<file path="src/rtl/irqp_pkg.sv">
package irqp_pkg;
  localparam int unsigned DEF_SRC_W   = 24;
  localparam int unsigned DEF_PRIO_W  = 8;
  localparam int unsigned DEF_IPI_SRC = 2;

  typedef enum logic [1:0] {
    PICK_NONE = 2'd0,
    PICK_DEV  = 2'd1,
    PICK_IPI  = 2'd2
  } pick_e;
endpackage

</file>
<file path="src/rtl/irqp_select.sv">
module irqp_select
  import irqp_pkg::*;
#(
  parameter int unsigned SRC_W   = DEF_SRC_W,
  parameter int unsigned PRIO_W  = DEF_PRIO_W,
  parameter int unsigned IPI_SRC = DEF_IPI_SRC
) (
  input  logic [PRIO_W-1:0] cppr,
  input  logic [PRIO_W-1:0] qirr,
  input  logic              dev_req,
  input  logic [SRC_W-1:0]  dev_src,
  input  logic [PRIO_W-1:0] dev_prio,
  output pick_e             pick,
  output logic [PRIO_W-1:0] win_prio,
  output logic [SRC_W-1:0]  win_src,
  output logic              deliver
);
  localparam logic [PRIO_W-1:0] PRIO_OFF = '1;
  localparam logic [SRC_W-1:0]  IPI_NUM  = SRC_W'(IPI_SRC);

  logic dev_live;
  logic ipi_live;

  assign dev_live = dev_req && (dev_src != '0);
  assign ipi_live = (qirr != PRIO_OFF);

  // The inter-processor request wins ties against the device.
  always_comb begin
    if (ipi_live && (!dev_live || (qirr <= dev_prio))) begin
      pick     = PICK_IPI;
      win_prio = qirr;
      win_src  = IPI_NUM;
    end else if (dev_live) begin
      pick     = PICK_DEV;
      win_prio = dev_prio;
      win_src  = dev_src;
    end else begin
      pick     = PICK_NONE;
      win_prio = PRIO_OFF;
      win_src  = '0;
    end
  end

  assign deliver = (pick != PICK_NONE) && (win_prio < cppr);
endmodule

</file>
<file path="src/rtl/irqp_regs.sv">
module irqp_regs #(
  parameter int unsigned PRIO_W = 8
) (
  input  logic              clk,
  input  logic              rst,
  input  logic              acc_rd,
  input  logic              deliver,
  input  logic [PRIO_W-1:0] take_prio,
  input  logic              eoi_wr,
  input  logic [PRIO_W-1:0] eoi_prio,
  input  logic              cppr_wr,
  input  logic              qirr_wr,
  input  logic [PRIO_W-1:0] byte_val,
  output logic [PRIO_W-1:0] cppr,
  output logic [PRIO_W-1:0] qirr
);
  // Threshold: an acceptance read blocks any other update in the same cycle.
  always_ff @(posedge clk) begin
    if (rst) begin
      cppr <= '0;
    end else if (acc_rd) begin
      if (deliver) cppr <= take_prio;
    end else if (eoi_wr) begin
      cppr <= eoi_prio;
    end else if (cppr_wr) begin
      cppr <= byte_val;
    end
  end

  // The inter-processor byte changes only on its own write.
  always_ff @(posedge clk) begin
    if (rst) begin
      qirr <= '1;
    end else if (qirr_wr) begin
      qirr <= byte_val;
    end
  end
endmodule

</file>
<file path="src/rtl/irq_presenter.sv">
module irq_presenter
  import irqp_pkg::*;
#(
  parameter int unsigned SRC_W   = DEF_SRC_W,
  parameter int unsigned PRIO_W  = DEF_PRIO_W,
  parameter int unsigned IPI_SRC = DEF_IPI_SRC,
  localparam int unsigned WORD_W = SRC_W + PRIO_W
) (
  input  logic              clk,
  input  logic              rst,
  input  logic              dev_req,
  input  logic [SRC_W-1:0]  dev_src,
  input  logic [PRIO_W-1:0] dev_prio,
  output logic              dev_ack,
  input  logic              acc_rd,
  input  logic              eoi_wr,
  input  logic              cppr_wr,
  input  logic              qirr_wr,
  input  logic [WORD_W-1:0] wdata,
  output logic              rd_valid,
  output logic [WORD_W-1:0] rd_data,
  output logic              irq_o
);
  logic [PRIO_W-1:0] cppr_q;
  logic [PRIO_W-1:0] qirr_q;
  pick_e             pick;
  logic [PRIO_W-1:0] win_prio;
  logic [SRC_W-1:0]  win_src;
  logic              deliver;

  irqp_select #(
    .SRC_W  (SRC_W),
    .PRIO_W (PRIO_W),
    .IPI_SRC(IPI_SRC)
  ) u_select (
    .cppr    (cppr_q),
    .qirr    (qirr_q),
    .dev_req (dev_req),
    .dev_src (dev_src),
    .dev_prio(dev_prio),
    .pick    (pick),
    .win_prio(win_prio),
    .win_src (win_src),
    .deliver (deliver)
  );

  irqp_regs #(
    .PRIO_W(PRIO_W)
  ) u_regs (
    .clk      (clk),
    .rst      (rst),
    .acc_rd   (acc_rd),
    .deliver  (deliver),
    .take_prio(win_prio),
    .eoi_wr   (eoi_wr),
    .eoi_prio (wdata[WORD_W-1 -: PRIO_W]),
    .cppr_wr  (cppr_wr),
    .qirr_wr  (qirr_wr),
    .byte_val (wdata[PRIO_W-1:0]),
    .cppr     (cppr_q),
    .qirr     (qirr_q)
  );

  // Registered outputs toward the processor and the source side.
  always_ff @(posedge clk) begin
    if (rst) begin
      irq_o    <= 1'b0;
      rd_valid <= 1'b0;
      rd_data  <= '0;
      dev_ack  <= 1'b0;
    end else begin
      irq_o    <= deliver;
      rd_valid <= acc_rd;
      dev_ack  <= acc_rd && deliver && (pick == PICK_DEV);
      if (acc_rd) begin
        rd_data <= {cppr_q, (deliver ? win_src : {SRC_W{1'b0}})};
      end
    end
  end
endmodule

</file>
<file path="config.mk">
export PLATFORM = sky130hd
export DESIGN_NAME = irq_presenter
export DESIGN_NICKNAME = d
export VERILOG_FILES = /design/src/rtl/irqp_pkg.sv /design/src/rtl/irqp_select.sv /design/src/rtl/irqp_regs.sv /design/src/rtl/irq_presenter.sv
export SDC_FILE = /design/constraint.sdc
export NUM_CORES = 1
export LEC_CHECK = 0
export BUFFER_PORTS_ARGS = -buffer_cell sky130_fd_sc_hd__buf_2
export CORE_ASPECT_RATIO = 1.25
export CORE_MARGIN = 10
export CORE_UTILIZATION = 49
export CTS_CLUSTER_SIZE = 20
export DETAILED_ROUTE_END_ITERATION = 8
export HOLD_SLACK_MARGIN = 0.02
export PLACE_DENSITY = 0.81
export REMOVE_ABC_BUFFERS = 1
export SETUP_SLACK_MARGIN = 0.2
export SLEW_MARGIN = 20
export SYNTH_ARGS = -nofsm -noshare
export SYNTH_HDL_FRONTEND = slang
export SYNTH_SLANG_ARGS = --single-unit
</file>
<file path="constraint.sdc">
create_clock -name clk -period 3.95 [get_ports clk]
set_input_delay 0 -clock clk [delete_from_list [all_inputs] [get_ports clk]]
set_output_delay 0 -clock clk [all_outputs]
set_load 0.01 [all_outputs]
</file>
==> impl_metrics.xml, run 1 <==
<?xml version="1.0" encoding="UTF-8"?>
<metrics>
  <group name="drt">
    <metric name="wl_met2" unit="um">4840</metric>
    <metric name="route.vias.total" unit="">2700</metric>
    <metric name="drtIter0Drc" unit="">289</metric>
    <metric name="ant_nets" unit="">0</metric>
    <metric name="highest-signal-layer" unit="">met4</metric>
    <metric name="post_drt_via_cell_ratio" unit="">5.84</metric>
    <metric name="route.detailed.drc" unit="">0</metric>
    <metric name="wl_per_instance" unit="um">19.9</metric>
    <metric name="detailroute.wirelength.met3" unit="um">659</metric>
    <metric name="finalWirelength" unit="um">9190</metric>
    <metric name="wire_length_on_met1" unit="um">3330</metric>
    <metric name="first_pass_iters" unit="">4</metric>
  </group>
  <group name="yosys">
    <metric name="synth.yosys.seq_area_share" unit="%">38.4</metric>
    <metric name="netlist_instances" unit="">275</metric>
    <metric name="synth_area" unit="um2">2660</metric>
    <metric name="ys_seq_elements" unit="">51</metric>
    <metric name="synth.avg_cell_area" unit="um2">9.67</metric>
    <metric name="proportion_of_register_bits_with_asynchronous_set_or_reset_after_synthesis" unit="%">0</metric>
    <metric name="synth.lib_cells_used.distinct" unit="">44</metric>
    <metric name="synth-main-ff-cell" unit="">dfxtp_1</metric>
    <metric name="count_of_flip_flops_with_a_built_in_enable_after_synthesis" unit="">0</metric>
    <metric name="synthesis.yosys.warnings" unit="">0</metric>
  </group>
  <group name="min_path">
    <metric name="holdCritPathClass" unit="">in -&gt; reg</metric>
  </group>
  <group name="setup_path">
    <metric name="nature_of_the_critical_path_startpoint" unit="">register</metric>
    <metric name="start_to_end_type_of_the_worst_setup_path" unit="">reg -&gt; reg</metric>
    <metric name="cp-end-kind" unit="">register</metric>
    <metric name="crit_required" unit="ns">4.20</metric>
    <metric name="cp_data_arrival_time" unit="ns">4.14</metric>
    <metric name="worst-path-max-fanout" unit="">12</metric>
  </group>
  <group name="clocking">
    <metric name="cts_made_buffers" unit="">5</metric>
    <metric name="clockRootBuffer" unit="">clkbuf_8</metric>
    <metric name="cts_tree" unit="">yes</metric>
    <metric name="worst_skew_pair.late_latency" unit="ns">0.31</metric>
    <metric name="htreeDepth" unit="">2</metric>
    <metric name="clk_pin_slew" unit="ns">0.09</metric>
    <metric name="cts.sinks" unit="">51</metric>
    <metric name="cts_buffer_depth" unit="">2</metric>
  </group>
  <group name="final_layout">
    <metric name="design.final.nets" unit="">483</metric>
    <metric name="filler_cell_count" unit="">364</metric>
    <metric name="multiInputGateArea" unit="um2">1590</metric>
    <metric name="drive_gt1_share" unit="%">37.8</metric>
    <metric name="register_area" unit="um2">1030</metric>
    <metric name="areaGrowthSynthToFinish" unit="%">40.9</metric>
  </group>
  <group name="timing">
    <metric name="slew-limit-headroom" unit="%">62.9</metric>
    <metric name="layout_worst_path_cycle_share" unit="%">98.5</metric>
    <metric name="setup_ws" unit="ns">0.0589</metric>
    <metric name="hold_ws" unit="ns">0.0952</metric>
    <metric name="final-hold-violation-count" unit="">0</metric>
    <metric name="max_clock_freq" unit="GHz">0.257</metric>
    <metric name="worst_max_slew_pin_slew" unit="ns">0.557</metric>
    <metric name="setup_viol" unit="">0</metric>
    <metric name="clock_skew" unit="ns">0.00852</metric>
    <metric name="rsz0062_at_grt" unit="">yes</metric>
    <metric name="finalWorstPathRequiredPeriod" unit="ns">3.89</metric>
    <metric name="final_max_slew_viol_count" unit="">0</metric>
    <metric name="setup_tns" unit="ns">0</metric>
  </group>
  <group name="grt">
    <metric name="grt_max_degree" unit="">28</metric>
    <metric name="grt_pass1_vias" unit="">2667</metric>
    <metric name="gr-total-overflow" unit="">0</metric>
    <metric name="grt_use_total" unit="%">17.4</metric>
    <metric name="grt_first_pass_wirelength" unit="um">12600</metric>
    <metric name="grt_antenna_before_repair" unit="">1</metric>
  </group>
  <group name="die">
    <metric name="die_area" unit="um2">8790</metric>
    <metric name="placeableCoreArea" unit="um2">5190</metric>
    <metric name="design.portCount" unit="">106</metric>
    <metric name="dieWidth" unit="um">85.9</metric>
    <metric name="std_cell_rows" unit="">29</metric>
    <metric name="floorplan.initialDensity" unit="%">51.3</metric>
    <metric name="die_y" unit="um">102</metric>
  </group>
  <group name="outcome">
    <metric name="status" unit="">complete, no violations</metric>
  </group>
  <group name="power">
    <metric name="p_switching" unit="uW">389</metric>
    <metric name="share_seq_of_total_power" unit="%">45.9</metric>
    <metric name="internal_power" unit="uW">856</metric>
    <metric name="static-leakage-power" unit="nW">1.76</metric>
    <metric name="pwr_cell_area" unit="nW/um2">332</metric>
    <metric name="net_switching_fraction_of_the_power" unit="%">31.2</metric>
    <metric name="clockPowerShare" unit="%">24.0</metric>
    <metric name="power.ir.vdd_worst" unit="uV">211</metric>
    <metric name="combPwrFrac" unit="%">30.1</metric>
  </group>
  <group name="job">
    <metric name="timing.max_cap.violations" unit="">0</metric>
  </group>
  <group name="place">
    <metric name="dp_slack" unit="ns">0.124</metric>
    <metric name="gp_weighted_congestion" unit="">0.905</metric>
    <metric name="hpwlAfterDp" unit="um">5580</metric>
    <metric name="port-buffer-count" unit="">89</metric>
  </group>
</metrics>
==> layout make-up <==
type	count	area share [%]
repair buffers	129	23.3
flip-flops and latches	51	27.5
diodes	3	0.200
clock buffers	5	1.84
well taps	62	2.07
multi-input cells	186	42.3
inverters	24	2.40
clock inverters	2	0.367
==> per-layer routing <==
layer	track usage [%]	vias to the layer above
met1	17.4	1307
met5	0	-
met3	4.46	34
met4	9.52	0
li1	-	1234
met2	32.1	125
==> through the flow <==
stage / cells / util, % / area, um2 / total power, mW
floorplan: 261 / - / 2560 / 0.761
global placement: 416 / 60.3 / 3130 / 0.855
finish: 462 / 72.2 / 3750 / 1.25
global route: 460 / 72.1 / 3740 / 1.30
detailed placement: 416 / 60.3 / 3130 / 0.868
CTS: 455 / 68.1 / 3540 / 1.18
==> critical path, stage by stage (launching register included) <==
cell,delay [ns]
dfxtp_4,0.37
ha_4,0.21
a21o_1,0.18
a221oi_4,0.30
o21bai_2,0.10
a31oi_4,0.25
mux2i_1,0.38
inv_1,0.13
ha_4,0.24
a21o_1,0.16
a21o_1,0.19
a21oi_2,0.18
o21ai_2,0.10
or4_4,0.45
a21oi_4,0.24
clkbuf_16,0.21
a22o_1,0.14
==> Yosys cell counts (2+ instances only) <==
master	count	area (um2)
dfxtp_1	51	1020
inv_1	24	90.1
mux2i_1	24	240
nand2_1	24	90.1
a22o_1	23	201
nor2_1	19	71.3
ha_1	15	188
a21oi_1	14	70.1
o21ai_0	11	55.1
clkbuf_1	6	22.5
mux2_2	6	67.6
mux2_4	6	90.1
nand4_1	6	37.5
nor4_1	6	37.5
buf_6	5	56.3
a21o_1	3	22.5
a211o_1	2	17.5
and2_1	2	12.5
buf_2	2	10.0
or2_2	2	12.5
==> cells in the final DEF (no fill, tap or decap), types with 4 or more instances in the layout <==
cell type / synthesis / routed
dfxtp_2: 0 / 4
o21ai_0: 11 / 10
nor4_2: 0 / 4
mux2_4: 6 / 6
dlygate4sd3_1: 0 / 31
nor2_1: 19 / 18
inv_1: 24 / 24
a22o_1: 23 / 23
buf_2: 2 / 89
buf_4: 1 / 5
nand4_1: 6 / 6
nand2_1: 24 / 24
ha_1: 15 / 12
a21oi_1: 14 / 12
dfxtp_1: 51 / 46
mux2_2: 6 / 6
mux2i_1: 24 / 21
clkbuf_8: 0 / 5
==> state kept, by name, summed over array words and instances (netlist names) <==
signal	flops
rd_data	32
u_regs.cppr	8
u_regs.qirr	8
dev_ack	1
irq_o	1
rd_valid	1
==> worst paths after layout <==
check | start | endpoint | slack [ns] | depth (start not counted)
worst max-delay path | u_regs.qirr[2] | rd_data[9] | 0.06 | 16
worst min-delay path | dev_src[1] | rd_data[1] | 0.1 | 4
worst max register to register | u_regs.qirr[2] | rd_data[9] | 0.06 | 16
worst min register to register | rd_data[23] | rd_data[23] | 0.48 | 1
==> cells by family after synthesis <==
| kind of cell | after synthesis | share of synthesized area, % |
|---|---|---|
| AND/OR/NAND/NOR | 68 | 13.1 |
| AO/OA/AOI/OAI | 67 | 19.5 |
| flip-flops | 51 | 38.4 |
| buffers and inverters | 38 | 7.01 |
| multiplexers | 36 | 15.0 |
| adder cells (fa/ha/maj) | 15 | 7.06 |
==> power groups by stage <==
stage,logic [mW],clock network [mW],registers (mW)
floorplan,0.177,0,0.584
global placement,0.277,0,0.578
detailed placement,0.288,0,0.580
CTS,0.319,0.294,0.568
global route,0.403,0.321,0.575
finish,0.375,0.299,0.571
==> timing repair <==
| item | 4_1_cts | 5_1_grt |
|---|---|---|
| setup endpoints to repair | 27 | 32 |
| pin swaps | 1 | 2 |
| hold endpoints to repair | 31 | 0 |
| hold buffers | 31 | 0 |
| gates cloned | 0 | 2 |
| setup buffers | 1 | 2 |
| gates resized for setup | 2 | 27 |
(Power assumes the default switching activity.)
==> run 2: changes to the inputs <==
--- a/config.mk
+++ b/config.mk
@@ -8,11 +8,12 @@
 export BUFFER_PORTS_ARGS = -buffer_cell sky130_fd_sc_hd__buf_2
 export CORE_ASPECT_RATIO = 1.25
 export CORE_MARGIN = 10
-export CORE_UTILIZATION = 49
+export CORE_UTILIZATION = 50
+export CTS_BUF_LIST = sky130_fd_sc_hd__clkbuf_4 sky130_fd_sc_hd__clkbuf_8
 export CTS_CLUSTER_SIZE = 20
 export DETAILED_ROUTE_END_ITERATION = 8
 export HOLD_SLACK_MARGIN = 0.02
-export PLACE_DENSITY = 0.81
+export PLACE_DENSITY_LB_ADDON = 0.2
 export REMOVE_ABC_BUFFERS = 1
 export SETUP_SLACK_MARGIN = 0.2
 export SLEW_MARGIN = 20
==> run 2 against run 1 <==
Global-route usage down 0.23 points. Sequential cell count unchanged. Critical path depth unchanged. Power up 2.6%. Routed wire length down 14%. Final area up 2.8%. Utilization up 3.1 points. Clock skew about the same. Critical endpoint is now rd_data[3]. Largest cell class unchanged. Highest routed layer unchanged.
==> impl_metrics.xml, run 2 (synthesis gave the netlist of run 1 again) <==
<?xml version="1.0" encoding="UTF-8"?>
<metrics>
  <group name="outcome">
    <metric name="status" unit="">complete, no violations</metric>
  </group>
  <group name="drt">
    <metric name="drtIter0Drc" unit="">85</metric>
    <metric name="route.detailed.drc" unit="">0</metric>
    <metric name="route.vias.total" unit="">2514</metric>
    <metric name="post_drt_via_cell_ratio" unit="">5.37</metric>
    <metric name="wl_per_instance" unit="um">16.9</metric>
    <metric name="ant_nets" unit="">0</metric>
    <metric name="finalWirelength" unit="um">7930</metric>
    <metric name="first_pass_iters" unit="">4</metric>
  </group>
  <group name="setup_path">
    <metric name="nature_of_the_critical_path_startpoint" unit="">register</metric>
    <metric name="crit_required" unit="ns">4.21</metric>
    <metric name="worst-r2r-setup-slack" unit="ns">0.30</metric>
    <metric name="cp-end-kind" unit="">register</metric>
    <metric name="worst-path-max-fanout" unit="">6</metric>
    <metric name="regToRegEndpoint" unit="">rd_data[3]</metric>
    <metric name="endpoint" unit="">rd_data[3]</metric>
    <metric name="critical_path_launch_point" unit="">u_regs.qirr[2]</metric>
    <metric name="worstReg2RegStart" unit="">u_regs.qirr[2]</metric>
    <metric name="reg2reg_depth" unit="">16</metric>
    <metric name="cp_data_arrival_time" unit="ns">3.90</metric>
    <metric name="start_to_end_type_of_the_worst_setup_path" unit="">reg -&gt; reg</metric>
  </group>
  <group name="die">
    <metric name="design.portCount" unit="">106</metric>
    <metric name="dieWidth" unit="um">85.2</metric>
    <metric name="die_area" unit="um2">8660</metric>
    <metric name="floorplan.initialDensity" unit="%">52.0</metric>
    <metric name="std_cell_rows" unit="">29</metric>
    <metric name="placeableCoreArea" unit="um2">5120</metric>
    <metric name="die_y" unit="um">102</metric>
  </group>
  <group name="timing">
    <metric name="slew-limit-headroom" unit="%">63.0</metric>
    <metric name="setup_tns" unit="ns">0</metric>
    <metric name="final-hold-violation-count" unit="">0</metric>
    <metric name="layout_worst_path_cycle_share" unit="%">92.3</metric>
    <metric name="rsz0062_at_grt" unit="">yes</metric>
    <metric name="final_max_slew_viol_count" unit="">0</metric>
    <metric name="max_clock_freq" unit="GHz">0.274</metric>
    <metric name="setup_viol" unit="">0</metric>
    <metric name="finalWorstPathRequiredPeriod" unit="ns">3.65</metric>
    <metric name="clock_skew" unit="ns">0.00842</metric>
    <metric name="worst_max_slew_pin_slew" unit="ns">0.547</metric>
  </group>
  <group name="final_layout">
    <metric name="top_register" unit="">rd_data</metric>
    <metric name="drive_gt1_share" unit="%">39.2</metric>
    <metric name="post_layout_nonfiller_instances" unit="">468</metric>
    <metric name="largest_reg_flops" unit="">32</metric>
    <metric name="layout.cells.most_common_list" unit="">89 x buf_2, 46 x dfxtp_1, 31 x dlygate4sd3_1</metric>
    <metric name="layout_top_registers" unit="">rd_data: 32 flops, u_regs.cppr: 8 flops, u_regs.qirr: 8 flops</metric>
    <metric name="areaGrowthSynthToFinish" unit="%">44.9</metric>
    <metric name="filler_cell_count" unit="">358</metric>
    <metric name="final_common_cell" unit="">buf_2</metric>
    <metric name="finish.utilization" unit="%">75.3</metric>
    <metric name="antenna-diode-count" unit="">0</metric>
    <metric name="design.final.nets" unit="">491</metric>
  </group>
  <group name="power">
    <metric name="finalPower" unit="mW">1.28</metric>
    <metric name="internal_power" unit="uW">904</metric>
    <metric name="static-leakage-power" unit="nW">1.81</metric>
    <metric name="combPwrFrac" unit="%">29.1</metric>
    <metric name="p_switching" unit="uW">373</metric>
    <metric name="net_switching_fraction_of_the_power" unit="%">29.2</metric>
    <metric name="pwr_cell_area" unit="nW/um2">331</metric>
    <metric name="share_seq_of_total_power" unit="%">44.6</metric>
    <metric name="power.ir.vdd_worst" unit="uV">300</metric>
    <metric name="clockPowerShare" unit="%">26.3</metric>
  </group>
  <group name="clocking">
    <metric name="worst_skew_pair.late_latency" unit="ns">0.31</metric>
    <metric name="cts_buffer_depth" unit="">2</metric>
    <metric name="cts_tree" unit="">yes</metric>
    <metric name="cts.sinks" unit="">51</metric>
    <metric name="cts_made_buffers" unit="">5</metric>
    <metric name="clk_pin_slew" unit="ns">0.10</metric>
    <metric name="htreeDepth" unit="">2</metric>
    <metric name="clockRootBuffer" unit="">clkbuf_8</metric>
  </group>
  <group name="place">
    <metric name="post-place-cells" unit="">419</metric>
    <metric name="hpwlAfterDp" unit="um">5480</metric>
    <metric name="port-buffer-count" unit="">89</metric>
    <metric name="gp_weighted_congestion" unit="">0.879</metric>
  </group>
  <group name="grt">
    <metric name="gr-total-overflow" unit="">0</metric>
    <metric name="grt_pass1_vias" unit="">2641</metric>
    <metric name="grt_first_pass_wirelength" unit="um">12400</metric>
    <metric name="grt_antenna_before_repair" unit="">0</metric>
    <metric name="grt_max_degree" unit="">28</metric>
    <metric name="grt_use_total" unit="%">17.2</metric>
  </group>
  <group name="job">
    <metric name="timing.max_cap.violations" unit="">0</metric>
  </group>
  <group name="min_path">
    <metric name="holdCritPathClass" unit="">in -&gt; reg</metric>
  </group>
</metrics>
## run 2: layout make-up
class | instances | area, um2 | share of cell area, %
Clock buffer | 7 | 96.3 | 2.50
Clock inverter | 1 | 7.51 | 0.195
Inverter | 24 | 90.1 | 2.34
Multi-Input combinational cell | 186 | 1610 | 41.9
Sequential cell | 51 | 1030 | 26.7
Tap cell | 62 | 77.6 | 2.01
Timing Repair Buffer | 137 | 938 | 24.4
## run 2: critical path: stages, from the launching register on
cell and delay [ns]:
dfxtp_2 0.35, ha_4 0.22, a21o_1 0.19, a221oi_4 0.29
o21bai_2 0.13, a31oi_4 0.23, mux2i_1 0.27, inv_1 0.11
ha_4 0.23, a21o_1 0.15, a21o_1 0.16, a21oi_2 0.15
o21ai_2 0.09, or4_4 0.43, a21oi_4 0.27, clkbuf_16 0.21
a22o_1 0.13
## run 2: per-layer routing
metal / track usage [%] / vias to the layer above / wire (um)
met3: 5.70 / 13 / 524
met4: 6.60 / 0 / 138
met1: 19.4 / 1167 / 3320
li1: - / 1248 / -
met5: 0 / - / 0
met2: 29.3 / 86 / 3950
## run 2: power by group through the flow
stage               Clock [mW]  Sequential, mW  Combinational [mW]
global placement             0           0.578               0.283
detailed placement           0           0.579               0.292
CTS                      0.341           0.567               0.320
finish                   0.335           0.569               0.372
global route             0.356           0.574               0.415
floorplan                    0           0.584               0.177
## run 2: worst min path at each step
stage	slack, ns	to	depth (start not counted)	start
6_report	0.08	rd_data[30]	2	rst
5_1_grt	0.09	rd_data[1]	4	dev_src[1]
4_1_cts	0.07	rd_data[1]	4	dev_src[1]
3_5_place_dp	0.23	rd_data[5]	2	dev_src[5]
3_3_place_gp	0.23	rd_data[20]	2	dev_src[20]
2_1_floorplan	0.07	rd_data[24]	1	rst
## run 2: what timing repair did
action                                  in CTS  in global routing
gates cloned                                 0                  3
setup buffers                                1                  6
endpoints found under the setup margin      25                 32
gates resized for setup                      1                 27
hold buffers                                31                  0
pin swaps                                    1                 11
endpoints found under the hold margin       31                  0
## run 2: metrics by stage
stage	hold WS, ns	instance area (um2)	setup slack (ns)
after floorplan	0.0724	2560	0.386
after global placement	0.229	3150	0.300
after detailed placement	0.230	3150	0.173
after CTS	0.0721	3570	0.214
after global routing	0.0927	3850	0.117
final	0.0788	3850	0.304
